File: src/rtl/scan_seq_pkg.sv
package scan_seq_pkg;

  localparam int CTRL_W = 8;
  localparam int B_CLKEN = 0;
  localparam int B_SCANEN = 1;
  localparam int B_LOADN = 2;
  localparam int B_RESETN = 3;
  localparam int B_ONEPASS = 4;
  localparam int B_READEN = 5;
  localparam int B_REWINDN = 6;
  localparam logic [CTRL_W-1:0] CTRL_INIT = 8'h7C;

  typedef enum logic [2:0] {
    ST_IDLE,
    ST_RUN,
    ST_ADV,
    ST_LOAD,
    ST_DONE
  } seqState_e;

  typedef struct packed {
    logic clearAll;
    logic rewind;
    logic loadEntry;
    logic decCnt;
    logic stepPtr;
    logic wrapPtr;
    logic blankCode;
  } seqStrobe_t;

endpackage

File: src/rtl/scan_seq_ctrl.sv
module scan_seq_ctrl
  import scan_seq_pkg::*;
#(
  parameter int SEL_W = 4,
  parameter int SLOT_ADDR = 13
) (
  input  logic              clk,
  input  logic              rstN,
  input  logic              sclk,
  input  logic              mosi,
  input  logic [SEL_W-1:0]  slotSel,
  input  logic              trig,
  input  logic              listEmpty,
  input  logic              cntLast,
  input  logic              atLast,
  output seqStrobe_t        stb,
  output logic [CTRL_W-1:0] ctrlReg,
  output logic              done
);

  localparam int BCNT_W = $clog2(CTRL_W + 2);
  localparam logic [BCNT_W-1:0] BCNT_FULL = BCNT_W'(CTRL_W);
  localparam logic [BCNT_W-1:0] BCNT_OVER = BCNT_W'(CTRL_W + 1);

  logic sclkQ, trigQ, selQ;
  logic [CTRL_W-1:0] shiftReg;
  logic [BCNT_W-1:0] bitCnt;
  seqState_e state, nextState;

  wire sel = (slotSel == SEL_W'(SLOT_ADDR));
  wire sclkRise = sclk & ~sclkQ;
  wire trigHit = trig & ~trigQ & ctrlReg[B_CLKEN];
  wire clearAll = ~ctrlReg[B_RESETN];
  wire forceLoad = ~ctrlReg[B_LOADN];
  wire readOk = ctrlReg[B_READEN];

  always_ff @(posedge clk or negedge rstN) begin
    if (!rstN) begin
      sclkQ <= 1'b0;
      trigQ <= 1'b0;
      selQ <= 1'b0;
      shiftReg <= '0;
      bitCnt <= '0;
      ctrlReg <= CTRL_INIT;
      state <= ST_IDLE;
    end else begin
      sclkQ <= sclk;
      trigQ <= trig;
      selQ <= sel;
      if (!sel) begin
        bitCnt <= '0;
      end else if (sclkRise) begin
        shiftReg <= {shiftReg[CTRL_W-2:0], mosi};
        if (bitCnt != BCNT_OVER) bitCnt <= bitCnt + 1'b1;
      end
      if (selQ && !sel && bitCnt == BCNT_FULL) ctrlReg <= shiftReg;
      state <= nextState;
    end
  end

  always_comb begin
    stb = '0;
    nextState = state;
    stb.clearAll = clearAll;
    stb.rewind = ~clearAll & ~ctrlReg[B_REWINDN];
    if (clearAll) begin
      nextState = ST_IDLE;
    end else if (forceLoad) begin
      if (!listEmpty) begin
        stb.loadEntry = 1'b1;
        nextState = ST_RUN;
      end
    end else begin
      unique case (state)
        ST_RUN: begin
          if (trigHit) begin
            stb.decCnt = 1'b1;
            if (cntLast) nextState = ST_ADV;
          end
        end
        ST_ADV: begin
          if (readOk) begin
            if (atLast) begin
              if (ctrlReg[B_ONEPASS]) begin
                stb.blankCode = 1'b1;
                nextState = ST_DONE;
              end else begin
                stb.wrapPtr = 1'b1;
                nextState = ST_LOAD;
              end
            end else begin
              stb.stepPtr = 1'b1;
              nextState = ST_LOAD;
            end
          end
        end
        ST_LOAD: begin
          if (readOk) begin
            stb.loadEntry = 1'b1;
            nextState = ST_RUN;
          end
        end
        default: nextState = state;
      endcase
    end
  end

  assign done = (state == ST_DONE);

endmodule

File: src/rtl/scan_seq_dp.sv
module scan_seq_dp
  import scan_seq_pkg::*;
#(
  parameter int DEPTH = 32,
  parameter int CNT_W = 8,
  parameter int CODE_W = 8
) (
  input  logic                      clk,
  input  logic                      rstN,
  input  seqStrobe_t                stb,
  input  logic                      wrEn,
  input  logic [CNT_W+CODE_W-1:0]   wrData,
  input  logic                      scanEn,
  output logic                      fifoFull,
  output logic                      fifoEmpty,
  output logic                      cntLast,
  output logic                      atLast,
  output logic [CNT_W-1:0]          sampleCnt,
  output logic [CODE_W-1:0]         scanCon
);

  localparam int ENTRY_W = CNT_W + CODE_W;
  localparam int PTR_W = $clog2(DEPTH);
  localparam logic [PTR_W:0] FILL_MAX = (PTR_W + 1)'(DEPTH);

  logic [ENTRY_W-1:0] listMem [DEPTH];
  logic [PTR_W:0] wrPtr;
  logic [PTR_W-1:0] rdPtr;
  logic [CODE_W-1:0] curCode;
  logic [ENTRY_W-1:0] headEntry;

  assign fifoFull = (wrPtr == FILL_MAX);
  assign fifoEmpty = (wrPtr == '0);
  wire wrOk = wrEn & ~fifoFull & ~stb.clearAll;
  assign headEntry = listMem[rdPtr];
  assign atLast = !fifoEmpty && ({1'b0, rdPtr} == wrPtr - 1'b1);
  assign cntLast = (sampleCnt <= CNT_W'(1));

  always_ff @(posedge clk) begin
    if (wrOk) listMem[wrPtr[PTR_W-1:0]] <= wrData;
  end

  always_ff @(posedge clk or negedge rstN) begin
    if (!rstN) begin
      wrPtr <= '0;
      rdPtr <= '0;
      sampleCnt <= '0;
      curCode <= '1;
    end else if (stb.clearAll) begin
      wrPtr <= '0;
      rdPtr <= '0;
      sampleCnt <= '0;
      curCode <= '1;
    end else begin
      if (wrOk) wrPtr <= wrPtr + 1'b1;
      if (stb.rewind || stb.wrapPtr) rdPtr <= '0;
      else if (stb.stepPtr) rdPtr <= rdPtr + 1'b1;
      if (stb.loadEntry) begin
        sampleCnt <= headEntry[ENTRY_W-1:CODE_W];
        curCode <= headEntry[CODE_W-1:0];
      end else begin
        if (stb.decCnt && sampleCnt != '0) sampleCnt <= sampleCnt - 1'b1;
        if (stb.blankCode) curCode <= '1;
      end
    end
  end

  assign scanCon = scanEn ? curCode : '1;

endmodule

File: src/rtl/scan_seq.sv
module scan_seq
  import scan_seq_pkg::*;
#(
  parameter int DEPTH = 32,
  parameter int CNT_W = 8,
  parameter int CODE_W = 8,
  parameter int SEL_W = 4,
  parameter int SLOT_ADDR = 13
) (
  input  logic                    clk,
  input  logic                    rstN,
  input  logic                    sclk,
  input  logic                    mosi,
  input  logic [SEL_W-1:0]        slotSel,
  input  logic                    trig,
  input  logic                    wrEn,
  input  logic [CNT_W+CODE_W-1:0] wrData,
  output logic                    fifoFull,
  output logic                    fifoEmpty,
  output logic [CODE_W-1:0]       scanCon,
  output logic [CNT_W-1:0]        sampleCnt,
  output logic                    done
);

  seqStrobe_t stb;
  logic [CTRL_W-1:0] ctrlReg;
  logic cntLast, atLast;

  scan_seq_ctrl #(.SEL_W(SEL_W), .SLOT_ADDR(SLOT_ADDR)) u_ctrl (
    .clk(clk), .rstN(rstN), .sclk(sclk), .mosi(mosi), .slotSel(slotSel),
    .trig(trig), .listEmpty(fifoEmpty), .cntLast(cntLast), .atLast(atLast),
    .stb(stb), .ctrlReg(ctrlReg), .done(done)
  );

  scan_seq_dp #(.DEPTH(DEPTH), .CNT_W(CNT_W), .CODE_W(CODE_W)) u_dp (
    .clk(clk), .rstN(rstN), .stb(stb), .wrEn(wrEn), .wrData(wrData),
    .scanEn(ctrlReg[B_SCANEN]), .fifoFull(fifoFull), .fifoEmpty(fifoEmpty),
    .cntLast(cntLast), .atLast(atLast), .sampleCnt(sampleCnt), .scanCon(scanCon)
  );

endmodule

File: config.mk
export PLATFORM = sky130hd
export DESIGN_NAME = scan_seq
export DESIGN_NICKNAME = d
export VERILOG_FILES = /design/src/rtl/scan_seq_pkg.sv /design/src/rtl/scan_seq_ctrl.sv /design/src/rtl/scan_seq_dp.sv /design/src/rtl/scan_seq.sv
export SDC_FILE = /design/constraint.sdc
export NUM_CORES = 1
export LEC_CHECK = 0
export ABC_AREA = 1
export BUFFER_PORTS_ARGS = -buffer_cell sky130_fd_sc_hd__buf_4
export CAP_MARGIN = 20
export CORE_ASPECT_RATIO = 1.1
export CORE_MARGIN = 8
export CORE_UTILIZATION = 45
export DETAILED_ROUTE_END_ITERATION = 6
export PLACE_DENSITY = 0.69
export SYNTH_ARGS = -nofsm -noshare
export SYNTH_HDL_FRONTEND = slang
export SYNTH_SLANG_ARGS = --single-unit
File: constraint.sdc
create_clock -name clk -period 5.22 [get_ports clk]
set_clock_uncertainty 0.15 [all_clocks]
set_input_delay 0.783 -clock clk [delete_from_list [all_inputs] [get_ports clk]]
set_output_delay 0.783 -clock clk [all_outputs]
set_load 0.1 [all_outputs]
==> flow_summary.html, run 1 <==
<table>
<tr><th>Metric</th><th>Value</th></tr>
<tr><th colspan="2">STA</th></tr>
<tr><td>Final-report setup violation count</td><td>0</td></tr>
<tr><td>Least-Margin Pin Slew</td><td>0.9100 ns</td></tr>
<tr><td>Final worst path period need</td><td>3.298 ns</td></tr>
<tr><td>Unrepaired setup endpoints after global routing</td><td>false</td></tr>
<tr><td>Worst max-slew margin expressed relative to the limit</td><td>39.33%</td></tr>
<tr><td>Number of pins exceeding their max-slew limit in the final report</td><td>0</td></tr>
<tr><td>Final hold viol count</td><td>0</td></tr>
<tr><td>TNS Setup</td><td>0 ns</td></tr>
<tr><td>Crit share post-route</td><td>63.18%</td></tr>
<tr><td>Fmax</td><td>303.2 MHz</td></tr>
<tr><th colspan="2">Placement</th></tr>
<tr><td>Detail Placement HPWL</td><td>34.07 mm</td></tr>
<tr><td>Final estimated routing congestion in global placement</td><td>0.8924</td></tr>
<tr><td>Placed instance count</td><td>2981</td></tr>
<tr><td>Buffers on Ports</td><td>44</td></tr>
<tr><th colspan="2">Logic synthesis</th></tr>
<tr><td>Complex-gate fraction of the synthesized area</td><td>3.313%</td></tr>
<tr><td>Simple-gate share of the synthesized area</td><td>21.64%</td></tr>
<tr><td>Number of enable flip-flop cells after synthesis</td><td>512</td></tr>
<tr><td>Biggest area contributors in the synthesized netlist</td><td>edfxtp_1 63%, nand2_1 12%, nand3_1 5.3%, dfrtp_1 3.9%, nor2_1 3.5%</td></tr>
<tr><td>Mux cell area share after synthesis</td><td>0.04644%</td></tr>
<tr><td>Flops &amp; latches, synth</td><td>563</td></tr>
<tr><td>Share of the synthesized netlist area taken by xor and xnor gates</td><td>0.2890%</td></tr>
<tr><td>Count of cell types in the netlist</td><td>36</td></tr>
<tr><td>Share of the synthesized area in the top cell type</td><td>63.41%</td></tr>
<tr><td>Mapped cell area</td><td>24250 µm²</td></tr>
<tr><td>Dominant combinational cell family by area after synthesis</td><td>simple AND/OR/NAND/NOR gates</td></tr>
<tr><td>Sequential share of the synthesized area</td><td>68.74%</td></tr>
<tr><td>Number of nets in the synthesized netlist</td><td>2361</td></tr>
<tr><td>Top post-synthesis cells by count</td><td>787 x nand2_1, 512 x edfxtp_1, 255 x nand3_1</td></tr>
<tr><td>Async S/R FF share, synth</td><td>9.059%</td></tr>
<tr><td>Ys Warns</td><td>0</td></tr>
<tr><td>Synth area leader</td><td>edfxtp_1</td></tr>
<tr><td>Syn Area/Cell</td><td>10.44 µm²</td></tr>
<tr><td>Most frequent cell after synthesis</td><td>nand2_1</td></tr>
<tr><td>Synth Flop Type</td><td>edfxtp_1</td></tr>
<tr><td>Post-synthesis instance total</td><td>2323</td></tr>
<tr><td>Adder-cell share of the synthesized area</td><td>0.6192%</td></tr>
<tr><th colspan="2">GRT</th></tr>
<tr><td>Largest net degree at the start of global routing</td><td>139</td></tr>
<tr><td>Vias in the first global route</td><td>15.86k</td></tr>
<tr><td>GRT Residual Overflow</td><td>0</td></tr>
<tr><td>Overall global routing resource usage</td><td>19.25%</td></tr>
<tr><td>Initial antenna violation count</td><td>0</td></tr>
<tr><td>Global-route wire length before repair</td><td>92.14 mm</td></tr>
<tr><th colspan="2">Clock network</th></tr>
<tr><td>Maximum buffer depth of the clock tree</td><td>3</td></tr>
<tr><td>H-Tree Level Count</td><td>2</td></tr>
<tr><td>Post-CTS Resized</td><td>0</td></tr>
<tr><td>Hold-fix buffers at CTS</td><td>0</td></tr>
<tr><td>Clock tree from TritonCTS</td><td>built</td></tr>
<tr><td>Clock transition at path regs</td><td>0.06 ns</td></tr>
<tr><td>Buffer cell driving the clock tree root</td><td>clkbuf_16</td></tr>
<tr><td>Inserted Clock Buffers</td><td>55</td></tr>
<tr><td>Clock Sinks</td><td>563</td></tr>
<tr><td>Source-to-sink clock delay at the later pin of the worst-skew pair</td><td>0.61 ns</td></tr>
<tr><td>Buffer count from post-CTS setup fixing</td><td>0</td></tr>
<tr><th colspan="2">Routing</th></tr>
<tr><td>Final Routed Wirelength</td><td>60.06 mm</td></tr>
<tr><td>DRC violation count after routing</td><td>0</td></tr>
<tr><td>WL per Instance</td><td>19.48 µm</td></tr>
<tr><td>First-pass DRT Iterations</td><td>5</td></tr>
<tr><td>Final ANT Viol Nets</td><td>0</td></tr>
<tr><td>Detail-routed via count per cell</td><td>5.279</td></tr>
<tr><td>Total vias in the final route</td><td>16.28k</td></tr>
<tr><td>Starting DRT DRC Count</td><td>1735</td></tr>
<tr><th colspan="2">Worst setup path</th></tr>
<tr><td>Start point of the critical path</td><td>u_dp.rdPtr[0]</td></tr>
<tr><td>Startpoint of the lowest-slack register-to-register path</td><td>u_dp.rdPtr[0]</td></tr>
<tr><td>CP Data Arrival Time</td><td>3.69 ns</td></tr>
<tr><td>Critical path startpoint category</td><td>flip-flop</td></tr>
<tr><td>Worst-path maximum fanout</td><td>99</td></tr>
<tr><td>Kind of end point of the critical path</td><td>flip-flop</td></tr>
<tr><td>Worst path required time</td><td>5.61 ns</td></tr>
<tr><td>Critical Setup Path Class</td><td>flip-flop to flip-flop</td></tr>
<tr><th colspan="2">Pwr</th></tr>
<tr><td>Comb power frac</td><td>1.2%</td></tr>
<tr><td>Power Internal</td><td>0.007380 W</td></tr>
<tr><td>Net switching power</td><td>0.001773 W</td></tr>
<tr><td>Switching share of total power</td><td>19.37%</td></tr>
<tr><td>Part of the total power dissipated in the clock network</td><td>44.9%</td></tr>
<tr><td>Maximum vdd ir drop</td><td>0.0002467 V</td></tr>
<tr><td>Areal power density over the cells</td><td>337.9 nW/µm²</td></tr>
<tr><td>P_leak</td><td>10.66 nW</td></tr>
<tr><td>Sequential power share</td><td>53.8%</td></tr>
<tr><th colspan="2">Floorplanning</th></tr>
<tr><td>Placeable core region</td><td>53450 µm²</td></tr>
<tr><td>Initial Util</td><td>45.36%</td></tr>
<tr><td>Die ar.</td><td>61570 µm²</td></tr>
<tr><td>Placement row count</td><td>89</td></tr>
<tr><td>Horiz. Die Dim</td><td>237.3 µm</td></tr>
<tr><td>I/O pin count</td><td>45</td></tr>
<tr><td>Vertical die dimension</td><td>259.5 µm</td></tr>
<tr><th colspan="2">Run</th></tr>
<tr><td>Reported max-cap violation count</td><td>0</td></tr>
<tr><th colspan="2">Finish</th></tr>
<tr><td>Net total in the final layout</td><td>2394</td></tr>
<tr><td>Share of post-route cells with drive strength above 1</td><td>8.784%</td></tr>
<tr><td>Antenna Diode Count</td><td>0</td></tr>
<tr><td>Synth-to-Final Area Change</td><td>11.70%</td></tr>
<tr><td>Non-Filler Instances</td><td>3084</td></tr>
<tr><th colspan="2">Worst hold path</th></tr>
<tr><td>Path class of the lowest-slack min-delay path</td><td>input pin to async pin</td></tr>
<tr><th colspan="2">Outcome</th></tr>
<tr><td>Status</td><td>completed</td></tr>
</table>
## power groups by stage
stage	logic [W]	registers [W]	clock network [W]
detailed placement	0.000114	0.00502	0
CTS	0.000113	0.00493	0.00418
global placement	0.000108	0.00502	0
global route	0.000121	0.00493	0.00434
finish	0.000111	0.00493	0.00411
floorplan	0.0000110	0.00502	0
## cell families after synthesis
family / count (synthesis)
AO/OA/AOI/OAI: 153
XOR/XNOR: 8
adder cells (fa/ha/maj): 12
buffers and inverters: 293
flip-flops: 563
multiplexers: 1
AND/OR/NAND/NOR: 1293
## final cells by class
type	instances	area (µm²)
inverters	178	675.6
repair buffers	91	708.2
well taps	682	853.3
multi-input cells	1467	6282
fillers	4659	26370
clock buffers	70	1506
flip-flops and latches	563	16680
clock inverters	33	382.9
## critical path, stage by stage, from the launching register on
cell and delay, ns:
dfrtp_4 0.79, inv_6 0.70, buf_12 0.39, nand2_1 0.09, nand2_1 0.07, nand2_1 0.05
nand2_1 0.11, nand2_1 0.05, nand2_1 0.09, inv_1 0.07, nand2_1 0.09, nand2_1 0.11
nand3_1 0.18, nand2_1 0.07, nand2_1 0.07
## registers in the layout, summed over array words and instances (netlist names)
signal and count:
u_dp.wrPtr 6, u_dp.listMem 512, u_ctrl.shiftReg 7, u_dp.rdPtr 5, u_ctrl.ctrlReg 7, u_ctrl.trigQ 1
u_ctrl.bitCnt 4, u_ctrl.sclkQ 1, u_dp.curCode 8, u_ctrl.state 3, u_dp.sampleCnt 8, u_ctrl.selQ 1
## routing by layer
layer / share of wire [%] / vias up / track usage [%] / routed length [µm]
met2: 47 / 582 / 31.46 / 28300
met1: 42 / 7788 / 25.46 / 25300
met5: 0 / - / 0 / 0
met4: 3.4 / 0 / 7.349 / 2047
li1: - / 7797 / - / -
met3: 7.4 / 114 / 3.546 / 4420
## worst paths after layout
kind                                      end  slack, ns  depth (start not counted)
max                           u_dp.curCode[6]       1.92                         14
max in group asynchronous       u_dp.rdPtr[0]       4.33                          1
max reg2reg                   u_dp.curCode[6]       1.92                         14
min in group clk                 u_ctrl.sclkQ       0.14                          1
min                        u_ctrl.shiftReg[0]       0.07                          1
min reg2reg                  u_ctrl.bitCnt[3]       0.31                          1
## cell usage in the layout, fill, tap and decap left out, drive strengths merged, types with 28 or more instances in the layout
| cell type | instances |
|---|---|
| nand3 | 256 |
| nor2 | 231 |
| o21ai | 121 |
| inv | 172 |
| clkbuf | 70 |
| nand2 | 787 |
| edfxtp | 512 |
| dfrtp | 38 |
| clkinv | 28 |
| buf | 91 |
## stage by stage
step / area [µm²] / utilization, % / setup slack (ns) / total power (W) / hold slack [ns]
floorplan: 24250 / - / 2.352 / 0.005034 / 0.2828
global placement: 25200 / 47.14 / 1.989 / 0.005130 / 0.2959
detailed placement: 25200 / 47.14 / 1.970 / 0.005136 / 0.3056
CTS: 27080 / 50.67 / 1.955 / 0.009225 / 0.05146
global route: 27080 / 50.67 / 1.632 / 0.009391 / 0.1029
finish: 27080 / 50.67 / 1.922 / 0.009153 / 0.06858
(Power assumes the default switching activity.)
==> run 2: changes to the inputs <==
--- a/config.mk
+++ b/config.mk
@@ -5,7 +5,7 @@
 export SDC_FILE = /design/constraint.sdc
 export NUM_CORES = 1
 export LEC_CHECK = 0
-export ABC_AREA = 1
+export ABC_AREA = 0
 export BUFFER_PORTS_ARGS = -buffer_cell sky130_fd_sc_hd__buf_4
 export CAP_MARGIN = 20
 export CORE_ASPECT_RATIO = 1.1
==> constraint.sdc (replaced) <==
create_clock -name clk -period 3.05 [get_ports clk]
set_clock_uncertainty 0.15 [all_clocks]
set_input_delay 0.4575 -clock clk [delete_from_list [all_inputs] [get_ports clk]]
set_output_delay 0.4575 -clock clk [all_outputs]
set_load 0.1 [all_outputs]
==> flow_summary.html, run 2 <==
<table>
<tr><th>Metric</th><th>Value</th></tr>
<tr><th colspan="2">Outcome</th></tr>
<tr><td>Status</td><td>completed</td></tr>
<tr><th colspan="2">STA</th></tr>
<tr><td>Final-report setup violation count</td><td>0 (unchanged)</td></tr>
<tr><td>Number of pins exceeding their max-slew limit in the final report</td><td>0 (unchanged)</td></tr>
<tr><td>Final worst slack</td><td>0.3079 ns (-1.614 ns)</td></tr>
<tr><td>Unrepaired setup endpoints after global routing</td><td>false</td></tr>
<tr><td>Final worst path period need</td><td>2.742 ns (-0.5557 ns)</td></tr>
<tr><td>Worst max-slew margin expressed relative to the limit</td><td>50.84% (+12 points)</td></tr>
<tr><td>Crit share post-route</td><td>89.91% (+27 points)</td></tr>
<tr><td>Final hold viol count</td><td>0 (unchanged)</td></tr>
<tr><td>Least-Margin Pin Slew</td><td>0.7271 ns (-0.1829 ns)</td></tr>
<tr><td>TNS Setup</td><td>0 ns (unchanged)</td></tr>
<tr><td>Fmax</td><td>364.7 MHz (+20%)</td></tr>
<tr><th colspan="2">Floorplanning</th></tr>
<tr><td>Placeable core region</td><td>49030 µm² (-8.3%)</td></tr>
<tr><td>Die ar.</td><td>57080 µm² (-7.3%)</td></tr>
<tr><td>Horiz. Die Dim</td><td>228.5 µm (-3.7%)</td></tr>
<tr><td>Vertical die dimension</td><td>249.8 µm (-3.7%)</td></tr>
<tr><td>I/O pin count</td><td>45 (unchanged)</td></tr>
<tr><td>Placement row count</td><td>85 (-4.5%)</td></tr>
<tr><td>Initial Util</td><td>45.60% (+0.23 points)</td></tr>
<tr><th colspan="2">GRT</th></tr>
<tr><td>Global-route wire length before repair</td><td>75.67 mm (-18%)</td></tr>
<tr><td>Vias in the first global route</td><td>11.66k (-26%)</td></tr>
<tr><td>Initial antenna violation count</td><td>0 (unchanged)</td></tr>
<tr><td>Overall global routing resource usage</td><td>17.73% (-1.5 points)</td></tr>
<tr><td>Largest net degree at the start of global routing</td><td>52 (-63%)</td></tr>
<tr><td>GRT Residual Overflow</td><td>0 (unchanged)</td></tr>
<tr><th colspan="2">Placement</th></tr>
<tr><td>Detail Placement HPWL</td><td>29.95 mm (-12%)</td></tr>
<tr><td>Buffers on Ports</td><td>44 (unchanged)</td></tr>
<tr><td>Placed instance count</td><td>1839 (-38%)</td></tr>
<tr><td>Place WS</td><td>0.3374 ns (-1.632 ns)</td></tr>
<tr><td>Final estimated routing congestion in global placement</td><td>0.8299 (-7.0%)</td></tr>
<tr><th colspan="2">Clock network</th></tr>
<tr><td>Hold-fix buffers at CTS</td><td>4 (+4)</td></tr>
<tr><td>Clock transition at path regs</td><td>0.06 ns (about the same)</td></tr>
<tr><td>H-Tree Level Count</td><td>2 (unchanged)</td></tr>
<tr><td>Inserted Clock Buffers</td><td>55 (unchanged)</td></tr>
<tr><td>Post-CTS Resized</td><td>0 (unchanged)</td></tr>
<tr><td>Maximum buffer depth of the clock tree</td><td>3 (unchanged)</td></tr>
<tr><td>Buffer cell driving the clock tree root</td><td>clkbuf_16</td></tr>
<tr><td>Clock Sinks</td><td>563 (unchanged)</td></tr>
<tr><td>Source-to-sink clock delay at the later pin of the worst-skew pair</td><td>0.63 ns (+0.02 ns)</td></tr>
<tr><td>Buffer count from post-CTS setup fixing</td><td>0 (unchanged)</td></tr>
<tr><td>Clock tree from TritonCTS</td><td>built</td></tr>
<tr><th colspan="2">Finish</th></tr>
<tr><td>Flip-flop count of the largest register after layout</td><td>512 (unchanged)</td></tr>
<tr><td>Antenna Diode Count</td><td>0 (unchanged)</td></tr>
<tr><td>Non-Filler Instances</td><td>1943 (-37%)</td></tr>
<tr><td>Synth-to-Final Area Change</td><td>16.37%</td></tr>
<tr><td>Most common library cell in the layout ignoring fill and taps</td><td>edfxtp_1</td></tr>
<tr><td>Commonest cells after routing, fill and taps aside</td><td>512 x edfxtp_1, 127 x mux4_2, 100 x buf_4</td></tr>
<tr><td>Net total in the final layout</td><td>1286 (-46%)</td></tr>
<tr><td>Share of post-route cells with drive strength above 1</td><td>32.07% (+23 points)</td></tr>
<tr><td>Filler cell count</td><td>3728 (-20%)</td></tr>
<tr><th colspan="2">Pwr</th></tr>
<tr><td>Maximum vdd ir drop</td><td>0.0005256 V (+110%)</td></tr>
<tr><td>Part of the total power dissipated in the clock network</td><td>44.6% (-0.3 points)</td></tr>
<tr><td>Comb power frac</td><td>1.0% (-0.2 points)</td></tr>
<tr><td>Switching share of total power</td><td>19.11% (-0.26 points)</td></tr>
<tr><td>P_leak</td><td>8.306 nW (-22%)</td></tr>
<tr><td>Net switching power</td><td>0.002962 W (+67%)</td></tr>
<tr><td>Power Internal</td><td>0.01254 W (+70%)</td></tr>
<tr><td>Sequential power share</td><td>54.4% (+0.6 points)</td></tr>
<tr><td>Areal power density over the cells</td><td>595.8 nW/µm² (+76%)</td></tr>
<tr><td>Final Total Pwr</td><td>0.01550 W (+69%)</td></tr>
<tr><th colspan="2">Logic synthesis</th></tr>
<tr><td>Biggest area contributors in the synthesized netlist</td><td>edfxtp_1 69%, mux4_2 13%, dfrtp_1 4.3%, mux2_2 1.7%, dfstp_2 1.5%</td></tr>
<tr><td>Share of the synthesized area in the top cell type</td><td>68.77% (+5.4 points)</td></tr>
<tr><td>Ys Warns</td><td>0 (unchanged)</td></tr>
<tr><td>Synth area leader</td><td>edfxtp_1</td></tr>
<tr><td>Sequential share of the synthesized area</td><td>74.56% (+5.8 points)</td></tr>
<tr><td>Syn Area/Cell</td><td>19.87 µm² (+90%)</td></tr>
<tr><td>Flops &amp; latches, synth</td><td>563 (unchanged)</td></tr>
<tr><td>Number of nets in the synthesized netlist</td><td>1163 (-51%)</td></tr>
<tr><td>Most frequent cell after synthesis</td><td>edfxtp_1</td></tr>
<tr><td>Post-synthesis instance total</td><td>1125 (-52%)</td></tr>
<tr><td>Number of enable flip-flop cells after synthesis</td><td>512 (unchanged)</td></tr>
<tr><td>Top post-synthesis cells by count</td><td>512 x edfxtp_1, 127 x mux4_2, 54 x nor2_1</td></tr>
<tr><td>Async S/R FF share, synth</td><td>9.059% (unchanged)</td></tr>
<tr><td>Count of cell types in the netlist</td><td>64 (+78%)</td></tr>
<tr><td>Mapped cell area</td><td>22360 µm² (-7.8%)</td></tr>
<tr><td>Synth Flop Type</td><td>edfxtp_1</td></tr>
<tr><th colspan="2">Worst setup path</th></tr>
<tr><td>CP bufs+invs</td><td>0 (-3)</td></tr>
<tr><td>Worst path required time</td><td>3.40 ns (-2.21 ns)</td></tr>
<tr><td>Critical Setup Path Class</td><td>flip-flop to flip-flop</td></tr>
<tr><td>CP Data Arrival Time</td><td>3.09 ns (-0.60 ns)</td></tr>
<tr><td>Critical-path top delay cell</td><td>or4_1</td></tr>
<tr><td>Biggest cell delay along the critical path</td><td>0.54 ns (-0.25 ns)</td></tr>
<tr><td>Kind of end point of the critical path</td><td>flip-flop</td></tr>
<tr><td>Worst-path maximum fanout</td><td>9 (-91%)</td></tr>
<tr><td>Gate family responsible for the most delay along the worst path</td><td>simple AND/OR/NAND/NOR gates</td></tr>
<tr><td>Critical path startpoint category</td><td>flip-flop</td></tr>
<tr><td>Cells traversed along the worst timing path</td><td>or4_1 -&gt; or4b_1 -&gt; and4b_1 -&gt; or2_0 -&gt; o21a_1 -&gt; o22a_1</td></tr>
<tr><th colspan="2">Worst hold path</th></tr>
<tr><td>Path class of the lowest-slack min-delay path</td><td>input pin to flip-flop</td></tr>
<tr><th colspan="2">Routing</th></tr>
<tr><td>First-pass DRT Iterations</td><td>5 (unchanged)</td></tr>
<tr><td>Detail-routed via count per cell</td><td>5.858 (+11%)</td></tr>
<tr><td>Final Routed Wirelength</td><td>50.90 mm (-15%)</td></tr>
<tr><td>WL per Instance</td><td>26.19 µm (+34%)</td></tr>
<tr><td>DRC violation count after routing</td><td>0 (unchanged)</td></tr>
<tr><td>Starting DRT DRC Count</td><td>1275 (-27%)</td></tr>
<tr><td>Total vias in the final route</td><td>11.38k (-30%)</td></tr>
<tr><td>Final ANT Viol Nets</td><td>0 (unchanged)</td></tr>
<tr><th colspan="2">Run</th></tr>
<tr><td>Reported max-cap violation count</td><td>0 (unchanged)</td></tr>
</table>
-- run 2: cell type report --
class / instances / area [µm²] / area share (%)
inverters: 18 / 67.56 / 0.2597
multi-input cells: 487 / 5436 / 20.90
clock buffers: 70 / 1473 / 5.661
repair buffers: 123 / 1171 / 4.502
well taps: 652 / 815.8 / 3.136
flip-flops and latches: 563 / 16680 / 64.10
clock inverters: 30 / 375.4 / 1.443
-- run 2: worst paths after layout --
check	slack, ns	depth (start not counted)	from	endpoint
max	0.31	6	u_dp.sampleCnt[4]	u_dp.sampleCnt[3]
min	0.09	1	wrData[11]	u_dp.listMem[12][11]
max reg2reg	0.31	6	u_dp.sampleCnt[4]	u_dp.sampleCnt[3]
min reg2reg	0.33	2	u_dp.curCode[3]	u_dp.curCode[3]
max in group asynchronous	1.90	2	rstN	u_dp.rdPtr[1]
min in group asynchronous	0.30	2	rstN	u_ctrl.shiftReg[6]
-- run 2: cells by family (layout without fill, tap and decap cells) --
| group | Yosys count | count (layout) | share of synthesized area (%) |
|---|---|---|---|
| flip-flops | 563 | 563 | 74.56 |
| multiplexers | 182 | 182 | 15.44 |
| AND/OR/NAND/NOR | 163 | 163 | 3.806 |
| AO/OA/AOI/OAI | 111 | 111 | 3.274 |
| buffers and inverters | 75 | 241 | 1.506 |
| XOR/XNOR | 19 | 19 | 0.7444 |
| adder cells (fa/ha/maj) | 12 | 12 | 0.6716 |
-- run 2: per-layer routing --
layer	GRT usage (%)	routed length [µm]	vias up
met5	0	0	-
met4	6.823	1656	0
met3	3.744	3874	94
met2	27.95	24100	473
met1	24.09	21270	5962
li1	-	-	4853
-- run 2: power groups by stage --
stage	Combinational [W]	Clock (W)	Sequential [W]
finish	0.000155	0.00692	0.00843
floorplan	0.0000117	0	0.00859
detailed placement	0.000154	0	0.00859
global placement	0.000143	0	0.00859
CTS	0.000157	0.00707	0.00842
global route	0.000171	0.00736	0.00842
-- run 2: through the flow --
step / area, µm² / util (%) / hold WS (ns)
3_5_place_dp: 24130 / 49.21 / 0.3254
3_3_place_gp: 24130 / 49.21 / 0.3131
6_report: 26020 / 53.06 / 0.09434
2_1_floorplan: 22360 / - / 0.01191
5_1_grt: 26020 / 53.06 / 0.08894
4_1_cts: 26020 / 53.06 / 0.06494
